[config.mk]
export PLATFORM = sky130hd
export DESIGN_NAME = gpio_irq_unit
export DESIGN_NICKNAME = d
export VERILOG_FILES = /design/src/rtl/gpio_irq_pkg.sv /design/src/rtl/gpio_in_sync.sv /design/src/rtl/gpio_irq_bank.sv /design/src/rtl/gpio_pend_encoder.sv /design/src/rtl/gpio_irq_unit.sv
export SDC_FILE = /design/constraint.sdc
export NUM_CORES = 1
export LEC_CHECK = 0
export BUFFER_PORTS_ARGS = -buffer_cell sky130_fd_sc_hd__clkbuf_2
export CAP_MARGIN = 25
export CORE_UTILIZATION = 60
export CTS_CLUSTER_SIZE = 28
export DETAILED_ROUTE_END_ITERATION = 12
export PLACE_DENSITY = 0.8
export SYNTH_ARGS = -nofsm -noshare
export SYNTH_HDL_FRONTEND = slang
export SYNTH_HIERARCHICAL = 1
export SYNTH_SLANG_ARGS = --single-unit
export TNS_END_PERCENT = 50
[constraint.sdc]
create_clock -name clk -period 4.77 [get_ports clk]
set_input_delay 1.431 -clock clk [delete_from_list [all_inputs] [get_ports clk]]
set_output_delay 1.431 -clock clk [all_outputs]
set_load 0.005 [all_outputs]
[src/rtl/gpio_irq_pkg.sv]
package gpio_irq_pkg;

  localparam int ADDR_W = 6;

  // Byte offsets of the low-bank register of each pair; high bank is +2.
  localparam logic [ADDR_W-1:0] OFS_DIR      = 6'h00;
  localparam logic [ADDR_W-1:0] OFS_DATA     = 6'h04;
  localparam logic [ADDR_W-1:0] OFS_STAT     = 6'h08;
  localparam logic [ADDR_W-1:0] OFS_EN       = 6'h0C;
  localparam logic [ADDR_W-1:0] OFS_TYPE     = 6'h10;
  localparam logic [ADDR_W-1:0] OFS_POL      = 6'h14;
  localparam logic [ADDR_W-1:0] OFS_HOLD     = 6'h18;
  localparam logic [ADDR_W-1:0] OFS_AUX      = 6'h1C;
  localparam logic [ADDR_W-1:0] OFS_FALL     = 6'h20;
  localparam logic [ADDR_W-1:0] OFS_RISE     = 6'h24;
  localparam logic [ADDR_W-1:0] OFS_PULL_EN  = 6'h28;
  localparam logic [ADDR_W-1:0] OFS_PULL_DIR = 6'h2A;

  typedef enum logic [3:0] {
    F_NONE, F_DIR, F_DATA, F_STAT, F_EN, F_TYPE, F_POL, F_HOLD, F_FALL, F_RISE
  } bank_field_e;

  typedef struct packed {
    bank_field_e fld;
    logic        bank;
  } bank_sel_t;

  // Map a byte offset onto a banked field and a bank number.
  function automatic bank_sel_t decode_bank(input logic [ADDR_W-1:0] a);
    bank_sel_t r;
    r.bank = a[1];
    r.fld  = F_NONE;
    if (!a[0]) begin
      case ({a[ADDR_W-1:2], 2'b00})
        OFS_DIR:  r.fld = F_DIR;
        OFS_DATA: r.fld = F_DATA;
        OFS_STAT: r.fld = F_STAT;
        OFS_EN:   r.fld = F_EN;
        OFS_TYPE: r.fld = F_TYPE;
        OFS_POL:  r.fld = F_POL;
        OFS_HOLD: r.fld = F_HOLD;
        OFS_FALL: r.fld = F_FALL;
        OFS_RISE: r.fld = F_RISE;
        default:  r.fld = F_NONE;
      endcase
    end
    return r;
  endfunction

endpackage

[src/rtl/gpio_in_sync.sv]
module gpio_in_sync #(
  parameter int W      = 32,
  parameter int STAGES = 2
) (
  input  logic         clk,
  input  logic         rst_n,
  input  logic [W-1:0] raw,
  output logic [W-1:0] cur,
  output logic [W-1:0] prev
);
  // STAGES synchronizer flops plus one history flop for edge detection.
  localparam int DEPTH = STAGES + 1;

  logic [DEPTH-1:0][W-1:0] pipe_q;

  always_ff @(posedge clk or negedge rst_n) begin
    if (!rst_n) begin
      pipe_q <= '0;
    end else begin
      pipe_q[0] <= raw;
      for (int k = 1; k < DEPTH; k++) begin
        pipe_q[k] <= pipe_q[k-1];
      end
    end
  end

  assign cur  = pipe_q[STAGES-1];
  assign prev = pipe_q[STAGES];

endmodule

[src/rtl/gpio_irq_bank.sv]
module gpio_irq_bank #(
  parameter int W = 16
) (
  input  logic         clk,
  input  logic         rst_n,
  input  logic [W-1:0] cur,
  input  logic [W-1:0] prev,
  input  logic [W-1:0] typ,
  input  logic [W-1:0] pol,
  input  logic [W-1:0] rise,
  input  logic [W-1:0] fall,
  input  logic [W-1:0] hold,
  input  logic [W-1:0] clr,
  output logic [W-1:0] ev,
  output logic [W-1:0] stat_q
);

  // Per-pin detection: level compares with polarity, edges use history.
  function automatic logic [W-1:0] pin_events(
    input logic [W-1:0] c, p, t, pl, r, f);
    logic [W-1:0] lvl_hit;
    logic [W-1:0] edge_hit;
    lvl_hit  = ~(c ^ pl);
    edge_hit = (r & c & ~p) | (f & ~c & p);
    return (t & edge_hit) | (~t & lvl_hit);
  endfunction

  // Held bits keep their value unless cleared; a fresh event always sets.
  function automatic logic [W-1:0] next_status(
    input logic [W-1:0] s, e, h, c);
    return e | (h & s & ~c);
  endfunction

  logic [W-1:0] kept;

  assign ev   = pin_events(cur, prev, typ, pol, rise, fall);
  assign kept = stat_q & hold & ~clr;

  always_ff @(posedge clk or negedge rst_n) begin
    if (!rst_n) stat_q <= '0;
    else        stat_q <= next_status(stat_q, ev, hold, clr);
  end

  a_r4_w1c_clears: assert property (@(posedge clk) disable iff (!rst_n)
    (|(clr & hold & ~ev)) |=> ((stat_q & $past(clr & hold & ~ev)) == '0));

  a_r7_held_bits_stick: assert property (@(posedge clk) disable iff (!rst_n)
    (|kept) |=> ((stat_q & $past(kept)) == $past(kept)));

  a_r7_passthrough_follows: assert property (@(posedge clk) disable iff (!rst_n)
    1'b1 |=> (((stat_q ^ $past(ev)) & $past(~hold)) == '0));

endmodule

[src/rtl/gpio_pend_encoder.sv]
module gpio_pend_encoder #(
  parameter int W     = 32,
  parameter int IDX_W = $clog2(W)
) (
  input  logic             clk,
  input  logic             rst_n,
  input  logic [W-1:0]     pend,
  output logic             any,
  output logic [IDX_W-1:0] idx
);

  // Lowest set bit wins: scan downward so the last hit is the smallest.
  function automatic logic [IDX_W-1:0] lowest_set(input logic [W-1:0] v);
    logic [IDX_W-1:0] r;
    r = '0;
    for (int i = W - 1; i >= 0; i--) begin
      if (v[i]) r = IDX_W'(i);
    end
    return r;
  endfunction

  assign any = |pend;
  assign idx = lowest_set(pend);

  a_r9_index_is_lowest: assert property (@(posedge clk) disable iff (!rst_n)
    any |-> (pend[idx] && ((pend & ~({W{1'b1}} << idx)) == '0)));

endmodule

[src/rtl/gpio_irq_unit.sv]
module gpio_irq_unit
  import gpio_irq_pkg::*;
#(
  parameter int BANK_W      = 16,
  parameter int PULL_N      = 15,
  parameter int AUX_W       = 16,
  parameter int SYNC_STAGES = 2,
  localparam int PIN_N      = 2 * BANK_W,
  localparam int IDX_W      = $clog2(PIN_N)
) (
  input  logic              clk,
  input  logic              rst_n,
  input  logic              bus_sel,
  input  logic              bus_wr,
  input  logic [ADDR_W-1:0] bus_addr,
  input  logic [BANK_W-1:0] bus_wdata,
  output logic [BANK_W-1:0] bus_rdata,
  input  logic [PIN_N-1:0]  pin_in,
  output logic [PIN_N-1:0]  pin_out,
  output logic [PIN_N-1:0]  pin_oe,
  output logic [AUX_W-1:0]  aux_out,
  output logic [PULL_N-1:0] pull_en,
  output logic [PULL_N-1:0] pull_up,
  output logic              irq,
  output logic [IDX_W-1:0]  irq_pin,
  output logic              irq_pin_valid
);

  localparam int NUM_BANKS = 2;

  bank_sel_t dec;
  logic      wr_en;

  logic [NUM_BANKS-1:0][BANK_W-1:0] dir_q, out_q, en_q, typ_q, pol_q;
  logic [NUM_BANKS-1:0][BANK_W-1:0] hold_q, fall_q, rise_q;
  logic [NUM_BANKS-1:0][BANK_W-1:0] stat_q, ev, clr, cur_b, prev_b, lvl_b;
  logic [AUX_W-1:0]  aux_q;
  logic [PULL_N-1:0] pen_q, pup_q;
  logic [PIN_N-1:0]  cur_all, prev_all, pend;
  logic              pend_any;

  assign dec   = decode_bank(bus_addr);
  assign wr_en = bus_sel & bus_wr;

  // Configuration registers.
  always_ff @(posedge clk or negedge rst_n) begin
    if (!rst_n) begin
      dir_q  <= '0;
      out_q  <= '0;
      en_q   <= '0;
      typ_q  <= '0;
      pol_q  <= '0;
      hold_q <= '0;
      fall_q <= '0;
      rise_q <= '0;
      aux_q  <= '0;
      pen_q  <= '0;
      pup_q  <= '0;
    end else if (wr_en) begin
      case (dec.fld)
        F_DIR:   dir_q[dec.bank]  <= bus_wdata;
        F_DATA:  out_q[dec.bank]  <= bus_wdata;
        F_EN:    en_q[dec.bank]   <= bus_wdata;
        F_TYPE:  typ_q[dec.bank]  <= bus_wdata;
        F_POL:   pol_q[dec.bank]  <= bus_wdata;
        F_HOLD:  hold_q[dec.bank] <= bus_wdata;
        F_FALL:  fall_q[dec.bank] <= bus_wdata;
        F_RISE:  rise_q[dec.bank] <= bus_wdata;
        default: ;
      endcase
      if (bus_addr == OFS_AUX)      aux_q <= bus_wdata[AUX_W-1:0];
      if (bus_addr == OFS_PULL_EN)  pen_q <= bus_wdata[PULL_N-1:0];
      if (bus_addr == OFS_PULL_DIR) pup_q <= bus_wdata[PULL_N-1:0];
    end
  end

  gpio_in_sync #(.W(PIN_N), .STAGES(SYNC_STAGES)) u_sync (
    .clk  (clk),
    .rst_n(rst_n),
    .raw  (pin_in),
    .cur  (cur_all),
    .prev (prev_all)
  );

  assign cur_b  = cur_all;
  assign prev_b = prev_all;

  for (genvar g = 0; g < NUM_BANKS; g++) begin : g_bank
    assign clr[g] = (wr_en && dec.fld == F_STAT && dec.bank == 1'(g))
                    ? bus_wdata : '0;
    assign lvl_b[g] = (dir_q[g] & out_q[g]) | (~dir_q[g] & cur_b[g]);

    gpio_irq_bank #(.W(BANK_W)) u_irq_bank (
      .clk   (clk),
      .rst_n (rst_n),
      .cur   (cur_b[g]),
      .prev  (prev_b[g]),
      .typ   (typ_q[g]),
      .pol   (pol_q[g]),
      .rise  (rise_q[g]),
      .fall  (fall_q[g]),
      .hold  (hold_q[g]),
      .clr   (clr[g]),
      .ev    (ev[g]),
      .stat_q(stat_q[g])
    );
  end

  assign pend = stat_q & en_q;

  gpio_pend_encoder #(.W(PIN_N), .IDX_W(IDX_W)) u_pend (
    .clk  (clk),
    .rst_n(rst_n),
    .pend (pend),
    .any  (pend_any),
    .idx  (irq_pin)
  );

  assign irq           = pend_any;
  assign irq_pin_valid = pend_any;

  // Read multiplexer.
  always_comb begin
    bus_rdata = '0;
    if (bus_sel) begin
      case (dec.fld)
        F_DIR:   bus_rdata = dir_q[dec.bank];
        F_DATA:  bus_rdata = lvl_b[dec.bank];
        F_STAT:  bus_rdata = stat_q[dec.bank];
        F_EN:    bus_rdata = en_q[dec.bank];
        F_TYPE:  bus_rdata = typ_q[dec.bank];
        F_POL:   bus_rdata = pol_q[dec.bank];
        F_HOLD:  bus_rdata = hold_q[dec.bank];
        F_FALL:  bus_rdata = fall_q[dec.bank];
        F_RISE:  bus_rdata = rise_q[dec.bank];
        default: begin
          if (bus_addr == OFS_AUX)      bus_rdata = BANK_W'(aux_q);
          if (bus_addr == OFS_PULL_EN)  bus_rdata = BANK_W'(pen_q);
          if (bus_addr == OFS_PULL_DIR) bus_rdata = BANK_W'(pup_q);
        end
      endcase
    end
  end

  assign pin_out = out_q;
  assign pin_oe  = dir_q;
  assign aux_out = aux_q;
  assign pull_en = pen_q;
  assign pull_up = pup_q;

  a_r2_dir_drives_oe: assert property (@(posedge clk) disable iff (!rst_n)
    (wr_en && bus_addr == OFS_DIR) |=> (pin_oe[BANK_W-1:0] == $past(bus_wdata)));

  a_r8_quiet_when_disabled: assert property (@(posedge clk) disable iff (!rst_n)
    (en_q == '0) |-> !irq);

  a_r11_aux_write: assert property (@(posedge clk) disable iff (!rst_n)
    (wr_en && bus_addr == OFS_AUX) |=> (aux_out == $past(bus_wdata[AUX_W-1:0])));

endmodule

# Yosys cells after proc, flatten, opt, wreduce, memory -nomap -nowiden
# Cells that the tools add are included.
dict set report op_classes {
  order_cmp 2
  eq_ne 20
  n_mux 69
  bitwise_logic 45
  reduce_logical 17
}
# operator count
set op_table {}
lappend op_table {{16-bit 2-to-1 mux} 25}
lappend op_table {{16-bit AND} 20}
lappend op_table {{32-bit bitwise mux} 8}
lappend op_table {{16-bit NOT} 12}
lappend op_table {{5-bit 2-to-1 mux} 32}
lappend op_table {{16-bit case mux with 9 select lines} 1}
lappend op_table {{16-bit OR} 8}
lappend op_table {{4-bit case mux with 9 select lines} 1}
lappend op_table {{32-bit AND} 1}
lappend op_table {{32-bit OR reduction} 1}
lappend op_table {{16-bit XOR} 2}
lappend op_table {{4-bit by 3-bit equality test with 1-bit output, second input constant} 7}
lappend op_table {{2-bit AND reduction} 11}
lappend op_table {{16-bit demux with 1-bit select} 1}
lappend op_table {{4-bit by 2-bit equality test with 1-bit output, second input constant} 4}
lappend op_table {{4-bit equality test, second input constant} 4}
lappend op_table {{6-bit equality test, second input constant} 2}
lappend op_table {{4-bit by 1-bit equality test with 1-bit output, second input constant} 2}
lappend op_table {{6-bit by 5-bit equality test with 1-bit output, second input constant} 1}
lappend op_table {{1-bit logical AND} 4}
lappend op_table {{4-bit logical NOT} 1}
lappend op_table {{4-bit 2-to-1 mux} 1}
lappend op_table {{1-bit by 2-bit less-than comparator with 1-bit output, second input constant} 1}
lappend op_table {{1-bit AND} 1}
lappend op_table {{other kinds (2)} 2}
dict set report totals {
  reg_bits 430
}

# Longest topological paths before layout
dict set report logic_depth {
  ltp_word 33
  ltp_mapped 8
  ltp_nobuf 6
}

# Hierarchy
# The synthesis kept the hierarchy.
# mod n_inst cells_each area_each_um2
set modules_own_cells {}
lappend modules_own_cells {gpio_irq_unit 1 1166 15421.0}
lappend modules_own_cells {gpio_in_sync 1 160 2882.8}
lappend modules_own_cells {gpio_irq_bank 2 144 1146.1}
lappend modules_own_cells {gpio_pend_encoder 1 65 385.4}

# Least setup slack after synthesis
# Ideal clock, no wire load.
dict set report synth_timing {
  path_type {in2out}
  startpoint {in bus_addr[1]}
  endpoint {out bus_rdata[12]}
  t_arrival_ps 2803
  t_required_ps 3339
  setup_slack_ps 536
  path_stages 6
  path_buffers 2
  cell_sequence {buf_2 > buf_1 > mux2_2 > nand3_1 > o2111ai_1 > o311a_1}
}
dict set report synth_between {
  elab_chain_cells 6
}
# element line
set synth_rtl {}
lappend synth_rtl {{start: declaration} gpio_irq_unit.sv:15} ;# input logic [ADDR_W-1:0] bus_addr,
lappend synth_rtl {{6-bit by 5-bit equality test with 1-bit output} gpio_irq_unit.sv:137} ;# if (bus_addr == OFS_AUX) bus_rdata = BANK_W'(aux_q);
lappend synth_rtl {{16-bit 2-to-1 mux} gpio_irq_unit.sv:137}
lappend synth_rtl {{16-bit 2-to-1 mux} gpio_irq_unit.sv:138} ;# if (bus_addr == OFS_PULL_EN) bus_rdata = BANK_W'(pen_q);
lappend synth_rtl {{16-bit 2-to-1 mux} gpio_irq_unit.sv:139} ;# if (bus_addr == OFS_PULL_DIR) bus_rdata = BANK_W'(pup_q);
lappend synth_rtl {{16-bit case mux with 9 select lines (*)} gpio_irq_unit.sv:126} ;# case (dec.fld)
lappend synth_rtl {{16-bit 2-to-1 mux (*)} gpio_irq_unit.sv:125} ;# if (bus_sel) begin
lappend synth_rtl {{end: declaration} gpio_irq_unit.sv:17} ;# output logic [BANK_W-1:0] bus_rdata,
# Mark *: on every way between the ends. The rest lies on a longest branch, timed or not. The select of a mux whose other input is x is not followed.

# Worst setup path in the final report
dict set report layout_timing {
  startpoint {in bus_addr[1]}
  endpoint {out bus_rdata[8]}
}
# Same word-level chain as after synthesis.

==> flow_summary.ini <==
[setup_path]
cp_num_buf_inv = 3
cp_cell_sequence = buf_6 -> buf_12 -> mux2_2 -> nand3_1 -> o221ai_1 -> o311a_1 -> clkbuf_2
crit_family = buffers and inverters
worstPathRequired_ps = 3340
slowest_delay_ps = 420
cp.arrival_ps = 3200
setup.worst_path.class = in2out
crit_fanout = 29
slowest_stage = o311a_1
worstSetupEndpointType = primary output
start_kind = primary input

[global_routing]
top_usage_layer = met2
met3_usage_pct = 7.90
grt_pass1_vias = 15218
grt_pass1_wl_mm = 91.8
antenna_found_initial = 4
globalRoute.totalOverflow = 0
grt_max_degree = 100
met1_usage_pct = 46.1
met2_usage_pct = 51.8
grt.total_usage_pct = 34.2

[floorplan]
dieArea_um2 = 35500
core_um2 = 33900
start_util_pct = 61.6
die_x_um = 188
ios = 191
die_h_um = 188
rows = 67

[finish]
finalNonFillerCells = 2272
synthToLayoutAreaGrowth_pct = 12.8
nNetsFinal = 1848
drive_gt1_share_pct = 41.4
final.fill_count = 2397

[placement]
io_buffers = 190
dpl.cell_count = 2192
hpwl_mm = 40.3
gp_congestion = 1.01

[sta]
period_needed_ps = 4630
setup_viol = 0
fin_tns_setup_ps = 0
slew_headroom_pct = 39.5
finalHoldViolations = 0
max_freq_mhz = 216
clock_skew_ps = 9.07
slew_viol_final = 0
post-route-period-util_pct = 97.2
tightest_slew_ps = 907
grt_setup_unrepaired = false

[route]
vias = 14934
vias_per_cell = 6.57
drt-initial-drc-count = 1557
wl_per_cell_um = 26.5
drt_pass1_iterations = 7
ant_nets = 0
drc = 0
wl_mm = 60.1

[pwr]
power.density_nw_per_um2 = 370
ir_worst_vdd_v = 0.000331
p_leak_uw = 0.0112

[outcome]
status = finished clean

[clocking]
hold_buffers = 0
tritoncts = yes
clock_latency_ps = 560
path_clk_slew_ps = 60
htreeDepth = 2
clkSinkCount = 430
cts_buffer_depth = 3
cts-buffers-inserted = 44
post_cts_buffers = 0
root_buffer = clkbuf_16
post_cts_resized = 0

[run]
cap_violations = 0

[synth]
synthCells = 1647
ys_warn_count = 6
synth.net_count = 1705
synth_area_um2 = 20900
syn_area_per_cell_um2 = 12.7

[hold_path]
hold_path_class = reg2reg
worst register-to-register path, stage by stage, from the launching register on:
cell and delay (ps):
dfrtp_1 440, nor2_1 80, a311oi_1 400, o22ai_1 160
layer usage:
layer	vias up	share of wire, %	wire (um)
li1	6301	-	-
met2	863	45	27300
met5	-	0.022	13
met4	2	5.4	3280
met1	7547	40	23900
met3	221	9.4	5640
flip-flops by register name, summed over array words and instances, names as in the netlist:
| signal | flops |
|---|---|
| aux_out | 16 |
| en_q | 32 |
| fall_q | 32 |
| g_bank.u_irq_bank/stat_q | 32 |
| hold_q | 32 |
| pin_oe | 32 |
| pin_out | 32 |
| pol_q | 32 |
| pull_en | 15 |
| pull_up | 15 |
| rise_q | 32 |
| typ_q | 32 |
| u_sync/cur | 32 |
| u_sync/pipe_q | 32 |
| u_sync/prev | 32 |
report_power, final:
part / total [uW] / switching [uW] / internal, uW
sequential: 4210 / 280 / 3930
clock: 3380 / 1420 / 1960
combinational: 1100 / 563 / 534
total: 8700 / 2260 / 6430
path summary, 6_finish.rpt:
check	startpoint	end	slack, ps	cells after the start
max reg2reg	typ_q[21]	g_bank[1].u_irq_bank/stat_q[5]	3580	3
min reg2reg	u_sync/pipe_q[14]	u_sync/cur[14]	350	0
max	bus_addr[1]	bus_rdata[8]	140	7
min	u_sync/pipe_q[14]	u_sync/cur[14]	350	0
min in group asynchronous	rst_n	u_sync/pipe_q[0]	940	1
max in group asynchronous	rst_n	u_sync/cur[6]	2810	2
area by class of cell:
cell class              count  area, um2  area share [%]
flip-flops and latches    430      10800            45.7
multi-input cells        1039       9110            38.7
repair buffers            267       1650            6.99
clock buffers              64       1320            5.60
well taps                 448        561            2.38
clock inverters            13        100           0.425
inverters                   8       30.0           0.128
diodes                      3       7.51          0.0319
cells in the final DEF (no fill, tap or decap), types with 4 or more instances in the layout:
cell / count
inv_1: 8
mux2i_1: 87
clkbuf_16: 45
nand2b_1: 30
and3_1: 34
dfrtp_1: 430
clkbuf_8: 12
clkbuf_2: 188
mux2_1: 21
nor2_1: 43
a311oi_1: 30
clkinv_2: 9
nand3b_1: 30
nand4_1: 9
clkbuf_1: 7
o2111ai_1: 8
a221o_1: 15
nor3_1: 5
nand3_1: 78
nand3_2: 11
mux2_4: 10
a21oi_1: 7
mux2_2: 375
o31ai_1: 4
nor4_1: 7
buf_12: 8
nand2_1: 47
o22ai_1: 32
o221ai_1: 30
and2_1: 67
o311a_1: 15
buf_4: 69
stage by stage:
step,total power [uW],worst slack (ps),hold slack [ps],util (%),cell area (um2)
floorplan,4870,536,331,-,20900
global placement,5290,228,331,65.3,22100
detailed placement,5340,212,335,65.3,22100
CTS,8710,181,348,69.5,23500
global route,8990,93.4,355,69.5,23500
finish,8700,135,345,69.5,23500
Note: power is estimated with default switching activity, not from simulation.
